`src/rtl/adc_seq_pkg.sv`:
```
package adc_seq_pkg;

  typedef logic [1:0] rate_sel_t;

  localparam int NUM_RATES = 4;

  // Rate select encoding: each step slows the conversion rate by four.
  function automatic int rate_mult(input int sel);
    return 1 << (2 * sel);
  endfunction

endpackage

```
`src/rtl/adc_rate_pacer.sv`:
```
module adc_rate_pacer
  import adc_seq_pkg::*;
#(
  parameter int BASE_DIV = 250
) (
  input  logic      clk,
  input  logic      rst_n,
  input  rate_sel_t rate_sel,
  output logic      tick
);

  localparam int MAX_PERIOD = BASE_DIV * rate_mult(NUM_RATES - 1);
  localparam int CNT_W      = $clog2(MAX_PERIOD);

  logic [CNT_W-1:0] reload_tab [NUM_RATES];
  logic [CNT_W-1:0] cnt;

  for (genvar g = 0; g < NUM_RATES; g++) begin : g_reload
    assign reload_tab[g] = CNT_W'(BASE_DIV * rate_mult(g) - 1);
  end

  // The select is sampled only when the count expires.
  always_ff @(posedge clk or negedge rst_n) begin
    if (!rst_n) begin
      cnt <= '0;
    end else if (cnt == '0) begin
      cnt <= reload_tab[rate_sel];
    end else begin
      cnt <= cnt - 1'b1;
    end
  end

  assign tick = (cnt == '0);

endmodule

```
`src/rtl/adc_start_gen.sv`:
```
module adc_start_gen #(
  parameter int CNV_W = 3
) (
  input  logic clk,
  input  logic rst_n,
  input  logic tick,
  input  logic conv_done,
  output logic conv_start,
  output logic overrun
);

  localparam int WCNT_W = $clog2(CNV_W + 1);

  logic              in_flight;
  logic [WCNT_W-1:0] wcnt;
  logic              issue;
  logic              skip;

  // A conversion whose end is detected in the same cycle counts as finished.
  assign issue = tick && (!in_flight || conv_done);
  assign skip  = tick && in_flight && !conv_done;

  always_ff @(posedge clk or negedge rst_n) begin
    if (!rst_n) begin
      in_flight <= 1'b0;
    end else if (issue) begin
      in_flight <= 1'b1;
    end else if (conv_done) begin
      in_flight <= 1'b0;
    end
  end

  always_ff @(posedge clk or negedge rst_n) begin
    if (!rst_n) begin
      conv_start <= 1'b0;
      wcnt       <= '0;
    end else if (issue) begin
      conv_start <= 1'b1;
      wcnt       <= WCNT_W'(CNV_W - 1);
    end else if (wcnt != '0) begin
      wcnt <= wcnt - 1'b1;
    end else begin
      conv_start <= 1'b0;
    end
  end

  always_ff @(posedge clk or negedge rst_n) begin
    if (!rst_n) begin
      overrun <= 1'b0;
    end else if (skip) begin
      overrun <= 1'b1;
    end
  end

endmodule

```
`src/rtl/adc_busy_edge.sv`:
```
module adc_busy_edge #(
  parameter int SYNC_STAGES = 2
) (
  input  logic clk,
  input  logic rst_n,
  input  logic busy_async,
  output logic busy_fall
);

  logic [SYNC_STAGES:0] pipe;

  for (genvar s = 0; s <= SYNC_STAGES; s++) begin : g_pipe
    if (s == 0) begin : g_first
      always_ff @(posedge clk or negedge rst_n) begin
        if (!rst_n) pipe[0] <= 1'b0;
        else        pipe[0] <= busy_async;
      end
    end else begin : g_next
      always_ff @(posedge clk or negedge rst_n) begin
        if (!rst_n) pipe[s] <= 1'b0;
        else        pipe[s] <= pipe[s-1];
      end
    end
  end

  // The last stage is the previous value of the synchronised busy flag.
  assign busy_fall = pipe[SYNC_STAGES] && !pipe[SYNC_STAGES-1];

endmodule

```
`src/rtl/adc_read_ctrl.sv`:
```
module adc_read_ctrl #(
  parameter int DATA_W = 18,
  parameter int RD_W   = 4
) (
  input  logic              clk,
  input  logic              rst_n,
  input  logic              busy_fall,
  input  logic [DATA_W-1:0] adc_data,
  output logic              rd_strobe,
  output logic [DATA_W-1:0] smp_data,
  output logic              smp_valid
);

  localparam int RCNT_W = $clog2(RD_W + 1);

  logic [RCNT_W-1:0] rcnt;
  logic              last_cycle;

  assign last_cycle = (rcnt == RCNT_W'(1));
  assign rd_strobe  = (rcnt != '0);

  always_ff @(posedge clk or negedge rst_n) begin
    if (!rst_n) begin
      rcnt <= '0;
    end else if (busy_fall && !rd_strobe) begin
      rcnt <= RCNT_W'(RD_W);
    end else if (rd_strobe) begin
      rcnt <= rcnt - 1'b1;
    end
  end

  always_ff @(posedge clk or negedge rst_n) begin
    if (!rst_n) begin
      smp_data  <= '0;
      smp_valid <= 1'b0;
    end else begin
      smp_valid <= last_cycle;
      if (last_cycle) smp_data <= adc_data;
    end
  end

endmodule

```
`src/rtl/adc_conv_seq.sv`:
```
module adc_conv_seq #(
  parameter int DATA_W      = 18,
  parameter int BASE_DIV    = 250,
  parameter int CNV_W       = 3,
  parameter int RD_W        = 4,
  parameter int SYNC_STAGES = 2
) (
  input  logic              clk,
  input  logic              rst_n,
  input  logic [1:0]        rate_sel,
  input  logic              adc_busy,
  input  logic [DATA_W-1:0] adc_data,
  output logic              conv_start,
  output logic              rd_strobe,
  output logic [DATA_W-1:0] smp_data,
  output logic              smp_valid,
  output logic              overrun
);

  logic tick;
  logic busy_fall;

  adc_rate_pacer #(.BASE_DIV(BASE_DIV)) u_pacer (
    .clk      (clk),
    .rst_n    (rst_n),
    .rate_sel (rate_sel),
    .tick     (tick)
  );

  adc_busy_edge #(.SYNC_STAGES(SYNC_STAGES)) u_edge (
    .clk        (clk),
    .rst_n      (rst_n),
    .busy_async (adc_busy),
    .busy_fall  (busy_fall)
  );

  adc_start_gen #(.CNV_W(CNV_W)) u_start (
    .clk        (clk),
    .rst_n      (rst_n),
    .tick       (tick),
    .conv_done  (busy_fall),
    .conv_start (conv_start),
    .overrun    (overrun)
  );

  adc_read_ctrl #(.DATA_W(DATA_W), .RD_W(RD_W)) u_read (
    .clk       (clk),
    .rst_n     (rst_n),
    .busy_fall (busy_fall),
    .adc_data  (adc_data),
    .rd_strobe (rd_strobe),
    .smp_data  (smp_data),
    .smp_valid (smp_valid)
  );

endmodule

```
`config.mk`:
```
export PLATFORM = sky130hd
export DESIGN_NAME = adc_conv_seq
export DESIGN_NICKNAME = d
export VERILOG_FILES = /design/src/rtl/adc_seq_pkg.sv /design/src/rtl/adc_rate_pacer.sv /design/src/rtl/adc_start_gen.sv /design/src/rtl/adc_busy_edge.sv /design/src/rtl/adc_read_ctrl.sv /design/src/rtl/adc_conv_seq.sv
export SDC_FILE = /design/constraint.sdc
export NUM_CORES = 1
export LEC_CHECK = 0
export BUFFER_PORTS_ARGS = -buffer_cell sky130_fd_sc_hd__buf_2
export CELL_PAD_IN_SITES_DETAIL_PLACEMENT = 0
export CELL_PAD_IN_SITES_GLOBAL_PLACEMENT = 1
export CORE_AREA = 3 3 69 78
export CTS_BUF_LIST = sky130_fd_sc_hd__clkbuf_4
export DETAILED_ROUTE_END_ITERATION = 6
export DIE_AREA = 0 0 72 81
export HOLD_SLACK_MARGIN = 0.05
export PLACE_DENSITY_LB_ADDON = 0.1
export SLEW_MARGIN = 20
export SYNTH_ARGS = -nofsm -noshare
export SYNTH_HDL_FRONTEND = slang
export SYNTH_HIERARCHICAL = 1
export SYNTH_SLANG_ARGS = --single-unit
```
`constraint.sdc`:
```
create_clock -name clk -period 6.29 [get_ports clk]
set_input_delay 0 -clock clk [delete_from_list [all_inputs] [get_ports clk]]
set_output_delay 0 -clock clk [all_outputs]
set_load 0.02 [all_outputs]
```
==> impl_metrics.yaml, run 1 <==
floorplan:
  die_x_um: 72
  core_mm2: 0.00465
  initial_utilization: 0.446
  io_pins: 45
  die-area_mm2: 0.00583
  rows: 26
  die_y_um: 81
drt:
  via_count: 1445
  first_pass_iters: 4
  via_per_inst: 5.07
  drc: 0
  routed_wl_um: 4100
  post_drt_wl_per_cell_um: 14.4
  drtIter0Drc: 64
  ant_nets: 0
cts:
  cts.clk_slew.worst_paths_ns: 0.13
  clk_path_buf_depth: 2
  clk_latency_ns: 0.35
  cts-buffers-inserted: 5
  post-cts-setup-buffer-count: 0
  cts_tree: "yes"
  ctsHoldBuffers: 23
  htreeDepth: 2
  cts-root-buf: "clkbuf_4"
  cts_sinks: 44
  cts-resized-gates: 0
finish:
  antenna-diode-count: 0
  post-route-util: 0.565
  final_cell_mix: "44 x buf_2, 44 x dfrtp_1, 23 x dlygate4sd3_1"
  fillers: 427
  area_growth_syn_to_layout_pct: 26.8
  drive_above_1_share: 0.336
  nNetsFinal: 261
  multi_input_area_um2: 882
  seqCellArea_mm2: 0.00110
min_path:
  hold_path_end: "u_edge/pipe[0]"
  hp-start: "adc_busy"
  hp-class: "in -> reg"
  min_path_cells: 2
synthesis:
  synthMuxAreaShare: 0.143
  ys_types: 40
  ys_ff_latch: 44
  netlist_instances: 160
  synth_xor_area_frac: 0.0338
  ys_warn_count: 6
  synth_area_leaders: "dfrtp_1 53%, mux2_4 6.5%, ha_1 6.0%, mux2_2 4.9%, mux2i_1 2.9%"
  synth_top_area_frac: 0.531
  synth-edff-count: 0
  yosysSeqAreaShare: 0.531
  async_flop_share: 1.00
  ys.flop_type: "dfrtp_1"
  synthSimpleGateAreaFrac: 0.117
  syn_avg_cell_area_um2: 13.0
  synthAdderAreaFrac: 0.0604
  yosys.area.top_type: "dfrtp_1"
  synth_nets: 193
  synth_compound_area_frac: 0.0676
  synth_top_family_by_area: "multiplexers"
  netlist_area_mm2: 0.00207
timing:
  slew_headroom: 0.367
  finalWorstSetupSlack_ns: 4.02
  setup_violations: 0
  fin_crit_sh: 0.362
  clock.fmax_mhz: 440
  post-route-min-period_ns: 2.27
  setup_tns_ns: 0
  rsz0062_at_grt: "false"
  slew_viol_final: 0
  worst_pin_slew_ns: 0.949
  fin_skew_ns: 0.0164
  finalHoldViolCount: 0
setup_path:
  r2r_setup_slack_ns: 4.02
  startpoint_type: "flip-flop"
  endpoint_kind: "flip-flop"
  critPathRequiredTime_ns: 6.56
  timing.rr.start: "u_pacer/cnt[0]"
  cp_data_arrival_time_ns: 2.55
  criticalPathCategory: "reg -> reg"
  ff2ff_path_depth: 7
  reg2reg_to: "u_start/overrun"
  path_max_fanout: 7
global_route:
  grt_pass1_wl_um: 7010
  antenna_found_initial: 0
  track_usage: 0.156
  grt_pass1_vias: 1559
  use_met2: 0.277
  grt.met1_usage: 0.169
  grt_max_degree: 45
  grt_overflow: 0
  use_met3: 0.0446
  grt-busiest-layer: "met2"
status:
  outcome: "complete, no violations"
place:
  place.gp.congestion: 0.724
  io_buffer_count: 44
  hpwl_um: 2790
  place_ws_ns: 4.05
flow_run:
  cap_violations: 0
power:
  power.leakage_nw: 1.21
  power.density_mw_per_mm2: 354
  irDropWorstVdd_mv: 0.209
synthesized netlist by cell type (2+ instances only):
library cell / number
o21ai_0: 5
o31ai_1: 3
ha_1: 10
o41ai_1: 2
mux2_4: 9
mux2i_1: 6
nand2b_1: 3
nor2_1: 6
xor2_1: 2
a21oi_1: 7
nor3_1: 2
o21bai_1: 2
mux2_2: 9
nand4bb_1: 2
or3_1: 2
xnor2_1: 6
a22o_1: 2
nand2_1: 4
dfrtp_1: 44
inv_1: 12
nor4_1: 3
power by group:
group	leakage (nW)	switching, mW	internal, mW
Combinational	0.663	0.183	0.173
Clock	0.0428	0.0927	0.0832
Sequential	0.505	0.0417	0.357
Total	1.21	0.317	0.613
cell families after synthesis:
logic type / after synthesis
compound gates: 22
buf+inv: 18
fa+ha+maj: 10
xor+xnor: 8
mux: 24
flops: 44
simple gates: 34
how the worst max path moves through the flow:
stage | start | end | cells after the start
2_1_floorplan | u_pacer/cnt[0] | u_start/overrun | 8
3_3_place_gp | u_pacer/cnt[0] | u_start/overrun | 7
3_5_place_dp | u_pacer/cnt[0] | u_start/overrun | 7
4_1_cts | u_pacer/cnt[0] | u_start/overrun | 7
5_1_grt | u_pacer/cnt[0] | u_start/overrun | 7
6_report | u_pacer/cnt[0] | u_start/overrun | 7
area by class of cell:
cell class,count,share of cell area
Multi-Input combinational cell,98,0.336
Sequential cell,44,0.419
Inverter,12,0.0171
Timing Repair Buffer,67,0.171
Clock buffer,5,0.0143
Tap cell,56,0.0267
Clock inverter,3,0.0162
critical path, cell delays in order (launching register included):
cell and delay, ns:
dfrtp_1 0.43, inv_1 0.07, ha_1 0.19, or4b_1 0.57, or3_4 0.41, nor3_4 0.28
inv_1 0.09, o21bai_1 0.15
registers in the layout (all words and copies together), names as in the netlist:
name	count
u_read/smp_data	18
u_pacer/cnt	14
u_edge/pipe	3
u_read/rcnt	3
u_start/wcnt	2
u_read/smp_valid	1
u_start/conv_start	1
u_start/in_flight	1
u_start/overrun	1
through the flow:
stage	power (mW)	hold WS [ns]	cells	cell area [µm²]
global placement	0.738	0.112	254	2310
detailed placement	0.750	0.112	254	2310
floorplan	0.653	-0.296	160	2070
CTS	0.940	0.286	285	2620
global route	0.990	0.278	285	2630
finish	0.930	0.297	285	2630
per-layer routing:
metal / vias up / routed length (µm)
li1: 691 / -
met2: 32 / 2150
met3: 11 / 146
met1: 711 / 1690
met4: 0 / 118
met5: - / 0
Note: power is estimated with default switching activity, not from simulation.
==> run 2: changes to the inputs <==
CORE_AREA = 3 3 73 82   (was 3 3 69 78)
DIE_AREA = 0 0 76 85   (was 0 0 72 81)
clock period = 1.8 ns   (was 6.29 ns; I/O delays follow)
==> run 2 against run 1 <==
Against the previous run:
- the flow now finishes with violations (negative setup slack)
- hold slack worse by 0.053 ns
- sequential share of layout area is 3.7 points lower
- cell count is 14% higher
- critical endpoint unchanged
- highest routed layer unchanged
- die area is 11% higher
- global-route usage is 1.2 points lower
- clock skew is 0.0059 ns lower
- routed wire length is 3.7% higher
==> impl_metrics.yaml, run 2 (synthesis results as in run 1) <==
timing:
  finalWorstSetupSlack_ns: -0.161
  finalHoldViolCount: 0
  fin_hold_ws_ns: 0.243
  slew_viol_final: 0
  worst_pin_slew_ns: 0.549
  fin_skew_ns: 0.0106
  setup_violations: 14
  post-route-min-period_ns: 1.96
  slew_headroom: 0.634
  clock.fmax_mhz: 510
  rsz0062_at_grt: "true"
  fin_crit_sh: 1.09
floorplan:
  rows: 28
  core_mm2: 0.00529
  die_y_um: 85
  die-area_mm2: 0.00646
  die_x_um: 76
  initial_utilization: 0.392
  io_pins: 45
drt:
  post_drt_wl_per_cell_um: 13.1
  first_pass_iters: 4
  via_per_inst: 4.60
  via_count: 1489
  ant_nets: 0
  routed_wl_um: 4250
  drtIter0Drc: 52
  drc: 0
global_route:
  track_usage: 0.144
  grt-busiest-layer: "met2"
  grt_overflow: 0
  grt_pass1_vias: 1619
  grt_pass1_wl_um: 7600
  grt.met1_usage: 0.174
  grt_max_degree: 45
  antenna_found_initial: 0
  use_met3: 0.0340
  use_met2: 0.257
setup_path:
  startpoint_type: "flip-flop"
  path_max_fanout: 5
  endpoint_kind: "flip-flop"
  critPathRequiredTime_ns: 2.07
  criticalPathCategory: "reg -> reg"
  cp_data_arrival_time_ns: 2.23
finish:
  area_growth_syn_to_layout_pct: 38.9
  fillers: 456
  largest_reg_flops: 18
  multi_input_area_um2: 962
  top_regs: "u_read/smp_data (18), u_pacer/cnt (14)"
  drive_above_1_share: 0.438
  seqCellArea_mm2: 0.00110
  antenna-diode-count: 0
  nNetsFinal: 282
  final_cell_mix: "44 x buf_2, 44 x dfrtp_1, 23 x dlygate4sd3_1"
  regMostFlops: "u_read/smp_data"
  fin_cells: 324
power:
  power.leakage_nw: 1.34
  irDropWorstVdd_mv: 0.747
  power_mw: 3.11
  power.density_mw_per_mm2: 1080
flow_run:
  cap_violations: 0
cts:
  cts-root-buf: "clkbuf_4"
  cts.clk_slew.worst_paths_ns: 0.13
  cts_tree: "yes"
  htreeDepth: 2
  cts-buffers-inserted: 5
  cts_sinks: 44
  clk_latency_ns: 0.35
  clk_path_buf_depth: 2
place:
  io_buffer_count: 44
  place.gp.congestion: 0.733
  dp_cells: 291
  hpwl_um: 2910
status:
  violations: "negative setup slack"
  outcome: "finished, violations left"
min_path:
  hp-class: "in -> async"
-- run 2: report_power, final --
part | switching, mW | total [mW] | internal, mW | leakage (nW)
registers | 0.135 | 1.38 | 1.25 | 0.505
clock network | 0.313 | 0.456 | 0.143 | 0.0271
logic | 0.645 | 1.28 | 0.630 | 0.805
total | 1.09 | 3.11 | 2.02 | 1.34
-- run 2: layout make-up --
type	count	share of cell area
clock inverter	2	0.00434
multi-input combinational	98	0.334
sequential	44	0.382
clock buffer	5	0.0130
tap	75	0.0326
timing repair buffer	88	0.218
inverter	12	0.0156
-- run 2: timing repair --
item                                    CTS  global route
hold buffers                             23             0
endpoints found under the setup margin   15            19
setup buffers                             1             2
endpoints found under the hold margin    66             0
pin swaps                                 2             5
gates resized for setup                   8            12
-- run 2: final timing paths --
kind / start / to / slack (ns) / depth (start not counted)
min: rst_n / u_pacer/cnt[12] / 0.24 / 3
max: u_pacer/cnt[0] / u_start/overrun / -0.16 / 7
min in group clk: adc_busy / u_edge/pipe[0] / 0.31 / 2
min reg2reg: u_edge/pipe[0] / u_edge/pipe[1] / 0.37 / 0
max reg2reg: u_pacer/cnt[0] / u_start/overrun / -0.16 / 7
max in group asynchronous: rst_n / u_read/smp_data[0] / 1.17 / 3
-- run 2: through the flow --
stage	utilization	setup WS, ns	instance area (µm²)	TNS, ns
detailed placement	0.470	-0.190	2480	-1.12
global placement	0.470	-0.136	2480	-0.740
CTS	0.531	-0.202	2810	-1.23
floorplan	-	-0.202	2080	-1.43
global route	0.544	-0.293	2880	-2.39
finish	0.544	-0.161	2880	-1.14
-- run 2: worst max-delay path, stage by stage, from the launching register on --
cell	delay, ns
dfrtp_1	0.41
inv_2	0.07
ha_4	0.13
or4b_4	0.46
or3_4	0.37
nor3_4	0.23
inv_1	0.09
o21bai_1	0.14
-- run 2: per-layer routing --
metal / up-vias / part of all wire
li1: 732 / -
met1: 735 / 0.42
met4: 0 / 0.0059
met5: - / 0
met3: 2 / 0.028
met2: 20 / 0.55
==> run 3: changes to the inputs <==
CORE_AREA = 3 3 76 78   (was 3 3 73 82)
DIE_AREA = 0 0 79 81   (was 0 0 76 85)
==> run 3 against run 2 <==
Against the previous run:
- the run still ends with negative setup slack left
- utilization rose by 2.3 points
- register-to-register slack got worse by 0.06 ns
- total power rose by 4.7%
- die area fell by 0.94%
- sequential share of layout area fell by 0.48 points
- largest cell class unchanged
==> impl_metrics.yaml, run 3 (synthesis results as in run 1) <==
cts:
  cts_sinks: 44
  clk_path_buf_depth: 2
  htreeDepth: 2
  clk_latency_ns: 0.34
  cts.clk_slew.worst_paths_ns: 0.12
  cts_tree: "yes"
  cts-root-buf: "clkbuf_4"
  cts-buffers-inserted: 5
status:
  violations: "negative setup slack"
  outcome: "finished, violations left"
global_route:
  track_usage: 0.139
  grt_pass1_vias: 1560
  grt_max_degree: 43
  antenna_found_initial: 0
  grt_overflow: 0
  grt_pass1_wl_um: 6950
drt:
  first_pass_iters: 5
  routed_wl_um: 4280
  via_count: 1554
  ant_nets: 0
  drc: 0
  via_per_inst: 4.78
  post_drt_wl_per_cell_um: 13.2
  drtIter0Drc: 69
place:
  hpwl_um: 2860
  io_buffer_count: 44
  place.gp.congestion: 0.803
timing:
  finalHoldViolCount: 0
  finalWorstSetupSlack_ns: -0.218
  fin_skew_ns: 0.00593
  setup_violations: 19
  slew_viol_final: 0
  worst_pin_slew_ns: 0.292
  post-route-min-period_ns: 2.02
  slew_headroom: 0.804
  rsz0062_at_grt: "true"
  clock.fmax_mhz: 496
  fin_crit_sh: 1.12
setup_path:
  r2r_setup_slack_ns: -0.22
  reg2reg_to: "u_pacer/cnt[12]"
  criticalPathCategory: "reg -> reg"
  startpoint_type: "flip-flop"
  ff2ff_path_depth: 7
  crit_end: "u_pacer/cnt[12]"
  critPathRequiredTime_ns: 2.02
  critPathLaunch: "u_pacer/cnt[1]"
  endpoint_kind: "flip-flop"
  timing.rr.start: "u_pacer/cnt[1]"
  cp_data_arrival_time_ns: 2.24
  path_max_fanout: 4
finish:
  final_cell_mix: "44 x buf_2, 44 x dfrtp_1, 24 x dlygate4sd3_1"
  area_growth_syn_to_layout_pct: 40.7
  largest_reg_flops: 18
  regMostFlops: "u_read/smp_data"
  post-route-util: 0.567
  nNetsFinal: 287
  antenna-diode-count: 0
  top_regs: "u_read/smp_data (18), u_pacer/cnt (14)"
  drive_above_1_share: 0.431
floorplan:
  die-area_mm2: 0.00640
  initial_utilization: 0.403
  die_x_um: 79
  core_mm2: 0.00514
  rows: 26
  io_pins: 45
  die_y_um: 81
power:
  irDropWorstVdd_mv: 0.483
  power_mw: 3.26
  power.density_mw_per_mm2: 1120
  power.leakage_nw: 1.35
min_path:
  hp-class: "in -> async"
flow_run:
  cap_violations: 0
run 3: cell count changes in the layout (fill, tap and decap cells not counted), sizes merged:
cell         delta
clkinvlp        -1
bufinv          +1
buf             +4
clkbuf          +1
dlygate4sd3     +1
run 3: worst max-delay path: stages, from the launching register on:
cell     delay, ns
dfrtp_1       0.41
inv_2         0.06
ha_2          0.15
or4b_4        0.46
or3_4         0.38
buf_4         0.16
o31ai_4       0.19
o41ai_2       0.10
run 3: metrics by stage:
step / instances / instance area [µm²] / setup slack (ns) / TNS, ns / hold slack, ns
6_report: 325 / 2920 / -0.218 / -2.37 / 0.163
5_1_grt: 325 / 2920 / -0.301 / -4.09 / 0.167
4_1_cts: 323 / 2900 / -0.214 / -2.56 / 0.162
3_5_place_dp: 287 / 2500 / -0.238 / -1.81 / -0.191
3_3_place_gp: 287 / 2500 / -0.150 / -0.887 / -0.194
2_1_floorplan: 160 / 2080 / -0.202 / -1.43 / -0.296
run 3: repair_timing:
action,CTS,global route
pin swaps,4,1
cloned,0,0
endpoints found under the setup margin,19,19
hold buffers,24,0
resized for setup,11,2
endpoints found under the hold margin,67,0
setup buffers,4,2
run 3: power breakdown:
group	switching [mW]	internal (mW)	leakage (nW)	total, mW
registers	0.137	1.25	0.505	1.38
logic	0.641	0.635	0.795	1.28
clock network	0.295	0.306	0.0456	0.601
run 3: metal layers:
| layer | global-route usage | vias to the layer above | share of wire |
|---|---|---|---|
| met3 | 0.0366 | 2 | 0.060 |
| li1 | - | 737 | - |
| met1 | 0.147 | 763 | 0.40 |
| met4 | 0.0309 | 0 | 0.0056 |
| met2 | 0.274 | 52 | 0.54 |
| met5 | 0 | - | 0 |
run 3: how the worst min path moves through the flow:
stage,from,end,slack (ns),cells past startpoint
2_1_floorplan,rst_n,u_edge/pipe[0],-0.30,0
3_3_place_gp,rst_n,u_read/smp_data[17],-0.19,1
3_5_place_dp,rst_n,u_read/smp_data[17],-0.19,1
4_1_cts,rst_n,u_read/smp_data[5],0.16,3
5_1_grt,rst_n,u_read/smp_data[5],0.17,3
6_report,rst_n,u_read/smp_data[5],0.16,3
run 3: area by class of cell:
class,instances,area (µm²)
Fill cell,439,2220
Sequential cell,44,1100
Multi-Input combinational cell,98,922
Timing Repair Buffer,93,681
Tap cell,70,87.6
Clock buffer,6,45.0
Inverter,12,45.0
Clock inverter,2,35.0
